==> config.mk <==
export PLATFORM = sky130hd
export DESIGN_NAME = bus_timeout_mon
export DESIGN_NICKNAME = d
export VERILOG_FILES = /design/src/rtl/btm_pkg.sv /design/src/rtl/btm_ctrl.sv /design/src/rtl/btm_dpath.sv /design/src/rtl/bus_timeout_mon.sv
export SDC_FILE = /design/constraint.sdc
export NUM_CORES = 1
export LEC_CHECK = 0
export BUFFER_PORTS_ARGS = -buffer_cell sky130_fd_sc_hd__clkbuf_2
export CORE_ASPECT_RATIO = 0.75
export CORE_UTILIZATION = 48
export CTS_BUF_LIST = sky130_fd_sc_hd__clkbuf_16
export DETAILED_ROUTE_END_ITERATION = 7
export GPL_TIMING_DRIVEN = 0
export PLACE_DENSITY_LB_ADDON = 0.05
export SLEW_MARGIN = 15
export SYNTH_ARGS = -nofsm -noshare
export SYNTH_HDL_FRONTEND = slang
export SYNTH_SLANG_ARGS = --single-unit
==> constraint.sdc <==
create_clock -name clk -period 2.91 [get_ports clk]
set_clock_uncertainty 0.15 [all_clocks]
set_input_delay 0.1455 -clock clk [delete_from_list [all_inputs] [get_ports clk]]
set_output_delay 0.1455 -clock clk [all_outputs]
set_load 0.05 [all_outputs]
==> src/rtl/btm_pkg.sv <==
package btm_pkg;
  localparam logic [1:0] REG_CTRL   = 2'd0;
  localparam logic [1:0] REG_STATUS = 2'd1;
  localparam logic [1:0] REG_CAPADR = 2'd2;

  localparam int CTRL_EN_BIT    = 0;
  localparam int CTRL_IRQ_BIT   = 1;
  localparam int CTRL_LIM_LSB   = 8;
  localparam int STAT_WERR_BIT  = 0;
  localparam int STAT_HELD_BIT  = 1;
  localparam int STAT_MERR_LSB  = 16;

  typedef struct packed {
    logic fire;
    logic cpuWrite;
    logic cpuRead;
    logic otherMaster;
  } tmoStrobe_t;
endpackage

==> src/rtl/btm_ctrl.sv <==
module btm_ctrl
  import btm_pkg::*;
#(
  parameter int TW = 8,
  parameter int MW = 2,
  parameter int CPU_ID = 0
) (
  input  logic          clk,
  input  logic          rstN,
  input  logic          cfgEnable,
  input  logic          probeAttached,
  input  logic [TW:0]   limitVal,
  input  logic          busReq,
  input  logic          busWrite,
  input  logic [MW-1:0] busMaster,
  input  logic          tgtAck,
  output tmoStrobe_t    strb,
  output logic          errResp,
  output logic          cpuBusErr
);
  logic        detEn;
  logic        busy;
  logic [TW:0] waitCnt;
  logic        fire;
  logic        isCpu;

  assign detEn = cfgEnable & ~probeAttached;
  assign isCpu = (busMaster == MW'(CPU_ID));
  // acknowledge in the expiry cycle wins over the timeout
  assign fire  = detEn & busy & busReq & ~tgtAck & (waitCnt == limitVal);

  always_ff @(posedge clk or negedge rstN) begin
    if (!rstN) begin
      busy    <= 1'b0;
      waitCnt <= '0;
    end else if (!detEn) begin
      busy    <= 1'b0;
      waitCnt <= '0;
    end else if (busy) begin
      if (!busReq || tgtAck || fire) begin
        busy    <= 1'b0;
        waitCnt <= '0;
      end else begin
        waitCnt <= waitCnt + 1'b1;
      end
    end else if (busReq && !tgtAck) begin
      busy    <= 1'b1;
      waitCnt <= (TW+1)'(1);
    end
  end

  always_comb begin
    strb.fire        = fire;
    strb.cpuWrite    = fire & isCpu & busWrite;
    strb.cpuRead     = fire & isCpu & ~busWrite;
    strb.otherMaster = fire & ~isCpu;
  end

  assign errResp   = fire;
  assign cpuBusErr = strb.cpuRead;

  p_quiet_when_off_r1: assert property (@(posedge clk) disable iff (!rstN)
    !cfgEnable |-> !errResp);
  p_err_needs_req_r2: assert property (@(posedge clk) disable iff (!rstN)
    errResp |=> !busy);
  p_ack_wins_r3: assert property (@(posedge clk) disable iff (!rstN)
    tgtAck |-> !errResp);
  p_read_err_pairs_r7: assert property (@(posedge clk) disable iff (!rstN)
    cpuBusErr |-> (errResp && !busWrite));
  p_probe_blocks_r9: assert property (@(posedge clk) disable iff (!rstN)
    probeAttached |-> !errResp);
endmodule

==> src/rtl/btm_dpath.sv <==
module btm_dpath
  import btm_pkg::*;
#(
  parameter int TW = 8,
  parameter int AW = 32,
  parameter int NM = 4,
  parameter int MW = 2
) (
  input  logic          clk,
  input  logic          rstN,
  input  logic          cfgWrEn,
  input  logic [1:0]    cfgAddr,
  input  logic [31:0]   cfgWrData,
  output logic [31:0]   cfgRdData,
  input  logic [AW-1:0] busAddr,
  input  logic [MW-1:0] busMaster,
  input  tmoStrobe_t    strb,
  output logic          cfgEnable,
  output logic [TW:0]   limitVal,
  output logic [NM-1:0] masterErr,
  output logic          irqOut
);
  logic          irqEn;
  logic [TW-1:0] limField;
  logic          wrErr;
  logic          addrHeld;
  logic [NM-1:0] mErrQ;
  logic [AW-1:0] capAddr;
  logic          ctrlWr;
  logic          statWr;
  logic [NM-1:0] mSet;
  logic          unusedWd;

  assign ctrlWr   = cfgWrEn && (cfgAddr == REG_CTRL);
  assign statWr   = cfgWrEn && (cfgAddr == REG_STATUS);
  assign limitVal = (limField == '0) ? ((TW+1)'(1) << TW) : {1'b0, limField};
  assign mSet     = strb.otherMaster ? (NM'(1) << busMaster) : '0;
  assign unusedWd = &{1'b0, cfgWrData};

  always_ff @(posedge clk or negedge rstN) begin
    if (!rstN) begin
      cfgEnable <= 1'b0;
      irqEn     <= 1'b0;
      limField  <= '0;
    end else if (ctrlWr) begin
      cfgEnable <= cfgWrData[CTRL_EN_BIT];
      irqEn     <= cfgWrData[CTRL_IRQ_BIT];
      limField  <= cfgWrData[CTRL_LIM_LSB +: TW];
    end
  end

  // sticky status, write-one-to-clear, a new event beats the clear
  always_ff @(posedge clk or negedge rstN) begin
    if (!rstN) begin
      wrErr    <= 1'b0;
      addrHeld <= 1'b0;
      mErrQ    <= '0;
    end else begin
      wrErr    <= (wrErr & ~(statWr & cfgWrData[STAT_WERR_BIT])) | strb.cpuWrite;
      addrHeld <= (addrHeld & ~(statWr & cfgWrData[STAT_HELD_BIT])) | strb.fire;
      mErrQ    <= (mErrQ & ~(statWr ? cfgWrData[STAT_MERR_LSB +: NM] : '0)) | mSet;
    end
  end

  always_ff @(posedge clk or negedge rstN) begin
    if (!rstN)                      capAddr <= '0;
    else if (strb.fire && !addrHeld) capAddr <= busAddr;
  end

  always_comb begin
    cfgRdData = '0;
    case (cfgAddr)
      REG_CTRL: begin
        cfgRdData[CTRL_EN_BIT]             = cfgEnable;
        cfgRdData[CTRL_IRQ_BIT]            = irqEn;
        cfgRdData[CTRL_LIM_LSB +: TW]      = limField;
      end
      REG_STATUS: begin
        cfgRdData[STAT_WERR_BIT]           = wrErr;
        cfgRdData[STAT_HELD_BIT]           = addrHeld;
        cfgRdData[STAT_MERR_LSB +: NM]     = mErrQ;
      end
      REG_CAPADR: cfgRdData = 32'(capAddr);
      default:    cfgRdData = '0;
    endcase
  end

  assign masterErr = mErrQ;
  assign irqOut    = wrErr & irqEn;

  p_addr_frozen_r5: assert property (@(posedge clk) disable iff (!rstN)
    $past(addrHeld) |-> $stable(capAddr));
  p_wrerr_source_r6: assert property (@(posedge clk) disable iff (!rstN)
    $rose(wrErr) |-> $past(strb.cpuWrite));
  p_merr_source_r8: assert property (@(posedge clk) disable iff (!rstN)
    (|(mErrQ & ~$past(mErrQ))) |-> $past(strb.otherMaster));
endmodule

==> src/rtl/bus_timeout_mon.sv <==
module bus_timeout_mon
  import btm_pkg::*;
#(
  parameter int TW = 8,
  parameter int AW = 32,
  parameter int NM = 4,
  parameter int CPU_ID = 0,
  localparam int MW = (NM > 1) ? $clog2(NM) : 1
) (
  input  logic          clk,
  input  logic          rstN,
  input  logic          cfgWrEn,
  input  logic [1:0]    cfgAddr,
  input  logic [31:0]   cfgWrData,
  output logic [31:0]   cfgRdData,
  input  logic          probeAttached,
  input  logic          busReq,
  input  logic [AW-1:0] busAddr,
  input  logic          busWrite,
  input  logic [MW-1:0] busMaster,
  input  logic          tgtAck,
  output logic          errResp,
  output logic          cpuBusErr,
  output logic [NM-1:0] masterErr,
  output logic          irqOut
);
  tmoStrobe_t  strb;
  logic        cfgEnable;
  logic [TW:0] limitVal;

  btm_ctrl #(.TW(TW), .MW(MW), .CPU_ID(CPU_ID)) u_ctrl (
    .clk(clk), .rstN(rstN), .cfgEnable(cfgEnable), .probeAttached(probeAttached),
    .limitVal(limitVal), .busReq(busReq), .busWrite(busWrite), .busMaster(busMaster),
    .tgtAck(tgtAck), .strb(strb), .errResp(errResp), .cpuBusErr(cpuBusErr)
  );

  btm_dpath #(.TW(TW), .AW(AW), .NM(NM), .MW(MW)) u_dpath (
    .clk(clk), .rstN(rstN), .cfgWrEn(cfgWrEn), .cfgAddr(cfgAddr), .cfgWrData(cfgWrData),
    .cfgRdData(cfgRdData), .busAddr(busAddr), .busMaster(busMaster), .strb(strb),
    .cfgEnable(cfgEnable), .limitVal(limitVal), .masterErr(masterErr), .irqOut(irqOut)
  );
endmodule

# Word-level counts from Yosys, hierarchy flattened
# Index checks and enable logic that the tools add are counted.
[totals]
output_inout_bits = 39
reg_bits = 58
[op_classes]
shift = 1
n_reduce_logical = 12
eq_ne = 4
muxes = 16
bitwise_logic = 25
add_sub_neg = 1
[op_table]
columns = ["operator", "n"]
rows = [
  ["9-bit 2-to-1 mux", 5],
  ["8-bit case mux with 2 select lines", 1],
  ["1-bit bitwise AND", 14],
  ["12-bit 2-to-1 mux", 1],
  ["9-bit by 1-bit adder with 9-bit output (second input constant)", 1],
  ["9-bit == test", 1],
  ["8-bit logical NOT", 1],
  ["4-bit 2-to-1 mux", 2],
  ["4-bit case mux with 2 select lines", 1],
  ["6-bit 2-to-1 mux", 1],
  ["1-bit inverter", 6],
  ["2-bit case mux with 3 select lines", 1],
  ["4-bit bitwise AND", 1],
  ["1-bit logical AND", 4],
  ["2-bit logical NOT", 2],
  ["1-bit 2-to-1 mux", 4],
  ["4-bit inverter", 1],
  ["4-bit OR", 1],
  ["1-bit by 2-bit left shift with 4-bit output (first input constant)", 1],
  ["1-bit logical NOT", 3],
  ["3-bit inequality test (second input constant)", 1],
  ["2-bit by 1-bit == test with 1-bit output (second input constant)", 1],
  ["2-bit == test (second input constant)", 1],
  ["1-bit logical OR", 2],
  ["1-bit OR", 2],
]

# Logic depth before layout (Yosys ltp)
[logic_depth]
ltp_word = 10
depth_mapped = 7

# Hierarchy
# From an unflattened synthesis, not the netlist that was laid out.
[hier_totals]
cells_unflattened = 245
area_unflattened_um2 = 3078.0
[by_module_without_submodules]
columns = ["module", "area_each_um2", "n_inst", "seq_area_each_um2", "cells_per_inst"]
rows = [
  ["btm_dpath", 2368.5, 1, 1201.2, 172],
  ["btm_ctrl", 709.4, 1, 250.2, 73],
]

# Worst setup path after synthesis
# OpenSTA, ideal clock, no wires.
[synth_path]
path_type = "register to output"
startpoint = "reg u_dpath.limField[1]"
endpoint = "out cpuBusErr"
required_ps = 2615
path_slack_ps = -310
path_stages_with_launch = 6
arrival_time_ps = 2924
n_path_buf = 0
path_cell_list = "dfrtp_1 or4_1 o21ai_1 and4bb_2 nand2_1 nor4_1"
[synth_between]
elab_chain_len = 6
[synth_rtl]
columns = ["element", "line_no", "source"]
rows = [
  ["start, declared", "btm_dpath.sv:24", "logic [TW-1:0] limField;"],
  ["start signal, assigned", "btm_dpath.sv:48", "limField <= cfgWrData[CTRL_LIM_LSB +: TW];"],
  ["8-bit logical NOT", "btm_dpath.sv:36", "assign limitVal = (limField == '0) ? ((TW+1)'(1) << TW) : {1'b0, limField};"],
  ["9-bit 2-to-1 mux *", "btm_dpath.sv:36", ""],
  ["9-bit == test *", "btm_ctrl.sv:30", "assign fire = detEn & busy & busReq & ~tgtAck & (waitCnt == limitVal);"],
  ["1-bit bitwise AND *", "btm_ctrl.sv:30", ""],
  ["1-bit bitwise AND * (2 in series)", "btm_ctrl.sv:55", "strb.cpuRead = fire & isCpu & ~busWrite;"],
  ["end, declared", "bus_timeout_mon.sv:23", "output logic cpuBusErr,"],
]
# Mark *: on every way between the ends. The rest lies on a longest branch, timed or not.

# Worst setup path after layout
# Same ends and word-level chain as after synthesis.

==> impl_metrics.csv <==
group,metric,value,unit
grt,grt_max_degree,56,
grt,use_met3,6.360,%
detailed_routing,dr.first_iter.drc_count,137,
grt,use_met1,32.02,%
grt,groute.usage.overall,24.04,%
sta,fmax,362.1,MHz
setup_path,critPathTopFamily,"simple AND/OR/NAND/NOR gates",
setup_path,worst_r2r_endpoint,"u_dpath.capAddr[9]",
layout,syn_to_final_growth,50.35,%
detailed_routing,post-route-drc-count,0,
pwr,p_int,1710,uW
yosys,synth-xor-area-share,3.710,%
setup_path,worst-r2r-cell-count,6,
clocking,cts_sinks,58,
die,io_pins,114,
grt,antenna_found_initial,0,
min_path,min_path_type,"in -> async",
sta,min_period,2.762,ns
layout,num_antenna_cells,0,
sta,rsz0062_at_grt,"false",
yosys,syn_avg_cell_area,11.95,um2
pwr,p_sw,515.2,uW
setup_path,worstPathMaxFanout,7,
place,placed_cell_area,0.003438,mm2
detailed_routing,postRouteAntennaNets,0,
setup_path,cp_cell_sequence,"or4_1 -> o21ai_1 -> and4bb_2 -> nand2_1 -> nor4_2 -> clkbuf_2",
grt,grt_pass1_wl,11420,um
yosys,ys_async_sr_fraction,100.0,%
die,initial_utilization,51.27,%
detailed_routing,wire_per_inst,15.15,um
detailed_routing,firstDrtPassIters,4,
layout,final_area,0.004259,mm2
yosys,synthFlopType,"dfrtp_1",
status,status,"finished, final reports clean",
clocking,clk_pin_slew_worst_paths,0.05,ns
pwr,p_seq_share,39.2,%
setup_path,slowest_delay,0.57,ns
setup_path,critPathCaptureType,"output port",
layout,fillers,367,
setup_path,required,2.61,ns
yosys,synth-simple-area-share,14.58,%
setup_path,r2r_start,"u_dpath.limField[1]",
sta,period_share,94.90,%
yosys,ys_ff_latch,58,
detailed_routing,vias,2450,
pwr,pwr-share-comb,11.8,%
clocking,h-tree-depth,3,
job,maxCapViolations,0,
die,die_h,68.53,um
sta,tightestPinTransition,0.7031,ns
setup_path,startpoint,"u_dpath.limField[1]",
setup_path,critical_path_arrival,2.47,ns
die,fp.dieW,90.71,um
yosys,synthDominantCellAreaShare,51.24,%
yosys,synth_compound_area_share,8.922,%
detailed_routing,vias_per_cell,5.158,
yosys,synth_mux_area_share,16.70,%
clocking,clock-root-buffer,"clkbuf_16",
die,num_rows,23,
yosys,syn_area,0.002833,mm2
clocking,max-clock-path-buffers,2,
yosys,yosys.area_share.adder,2.208,%
die,die-area,0.006216,mm2
place,io_buffers,95,
layout,most-common-layout-cells,"clkbuf_2, dfrtp_1, dlygate4sd3_1",
sta,maxSlewHeadroom,52.73,%
layout,final_common_cell,"clkbuf_2",
yosys,synth-edff-count,0,
grt,top_usage_layer,"met2",
setup_path,worst_setup_path_start_kind,"register",
pwr,leakagePower,0.002209,uW
clocking,cts_tree,"built",
setup_path,path_buf_inv,1,
layout,layout.nets,475,
detailed_routing,wl,7196,um
clocking,clk_latency,0.32,ns
grt,met2_usage,39.20,%
die,coreArea,0.005525,mm2
pwr,power,2225,uW
sta,layout_setup_ws,0.1485,ns
yosys,synthTopCellsByArea,"dfrtp_1, mux2_1, mux2_2",
setup_path,path_class,"reg -> out",
pwr,p_clk_share,48.9,%
clocking,cts_made_buffers,9,
pwr,worst_ir_drop_vdd,0.0004838,V
grt,grt_pass1_vias,2324,
pwr,swShare,23.15,%
setup_path,r2r_setup_slack,0.24,ns
setup_path,cp_slowest_cell,"or4_1",
sta,setup_viol,0,
sta,maxSlewViolCount,0,
sta,fin_setup_tns,0,ns
yosys,yosysTopAreaCell,"dfrtp_1",
place,gp_congestion,0.7511,
clocking,postCtsSetupBuffers,0,
yosys,yosys_warnings,0,
grt,grt_overflow_total,0,
sta,final-hold-violation-count,0,
place,hpwl,4606,um
layout,drive_gt1_share,33.75,%
pwr,p_per_area,522.4,mW/mm2
yosys,synthCells,237,
yosys,synth_top_family_by_area,"multiplexers",
place,pre_cts_slack,0.2781,ns
yosys,synth_nets,317,
yosys,yosysUniqueCellTypes,37,
yosys,seq_area_frac_synth,51.24,%
-- final cells by class --
cell class | instances | area [um2] | area share (%)
buffer | 10 | 60.06 | 1.410
clock buffer | 9 | 225.2 | 5.288
clock inverter | 7 | 85.08 | 1.998
inverter | 4 | 15.01 | 0.3525
multi-input combinational | 165 | 1313 | 30.82
sequential | 58 | 1451 | 34.08
tap | 75 | 93.84 | 2.203
timing repair buffer | 147 | 1016 | 23.85
-- state kept, by name (all words and copies together) (netlist names) --
register,flops
u_ctrl.busy,1
u_dpath.limField,8
u_dpath.masterErr,4
u_dpath.wrErr,1
u_dpath.addrHeld,1
u_dpath.capAddr,32
u_dpath.irqEn,1
u_ctrl.waitCnt,9
u_dpath.cfgEnable,1
-- worst max-delay path by stage --
stage / to / slack (ns) / depth (start not counted)
finish: cpuBusErr / 0.15 / 6
global route: cpuBusErr / 0.02 / 6
CTS: cpuBusErr / 0.15 / 6
global placement: u_dpath.capAddr[18] / 0.27 / 6
floorplan: cpuBusErr / 0.27 / 5
detailed placement: u_dpath.capAddr[19] / 0.28 / 6
-- kinds of logic (layout without fill, tap and decap cells) --
family	Yosys count	after routing
AND/OR/NAND/NOR	73	73
flip-flops	58	58
multiplexers	42	42
AO/OA/AOI/OAI	33	33
buffers and inverters	14	177
XOR/XNOR	12	12
adder cells (fa/ha/maj)	5	5
-- repair_timing --
| item | in CTS | in global routing |
|---|---|---|
| gates resized for setup | 0 | 0 |
| hold endpoints to repair | 107 | 0 |
| hold buffers | 51 | 0 |
-- synthesized netlist by cell type (2+ instances only) --
cell / n
a22o_1: 9
inv_1: 4
clkbuf_1: 7
nand4_1: 3
a222oi_1: 2
dfrtp_1: 58
buf_6: 3
ha_1: 5
nand3_1: 4
o31ai_1: 2
o21ai_0: 5
nand2_1: 17
xnor2_1: 4
a22oi_1: 4
nor2_1: 5
and2_1: 19
or4_1: 3
and3_1: 2
nor2b_1: 7
mux2_1: 23
xor2_1: 8
nor3_1: 5
mux2_2: 19
nor4_1: 3
o21a_1: 4
-- layer usage --
metal	share of wire, %	up-vias
met5	0	-
met4	0.86	0
met3	6.3	8
met2	47	95
met1	46	1179
li1	-	1168
-- power by group through the flow --
stage                     Sequential, uW  Combinational [uW]  Clock [uW]
final                                873                 264        1090
after global routing                 877                 285        1140
after CTS                            872                 263        1110
after detailed placement             884                 209           0
after global placement               884                 200           0
after floorplan                      873                 122           0
-- through the flow --
stage                     instances  hold slack (ns)  utilization [%]
after floorplan                 237          -0.3001                -
after CTS                       475          0.03691            77.08
after global placement          407           0.1889            61.68
after detailed placement        408          -0.1678            62.23
after global routing            475          0.06052            77.08
final                           475          0.04616            77.08
-- worst register-to-register path, stage by stage, from the launching register on --
cell and delay (ns):
dfrtp_1 0.42, or4_1 0.57, o21ai_1 0.14, and4bb_2 0.33, nor3b_4 0.37, buf_6 0.22
mux2_1 0.35
Note: power is estimated with default switching activity, not from simulation.
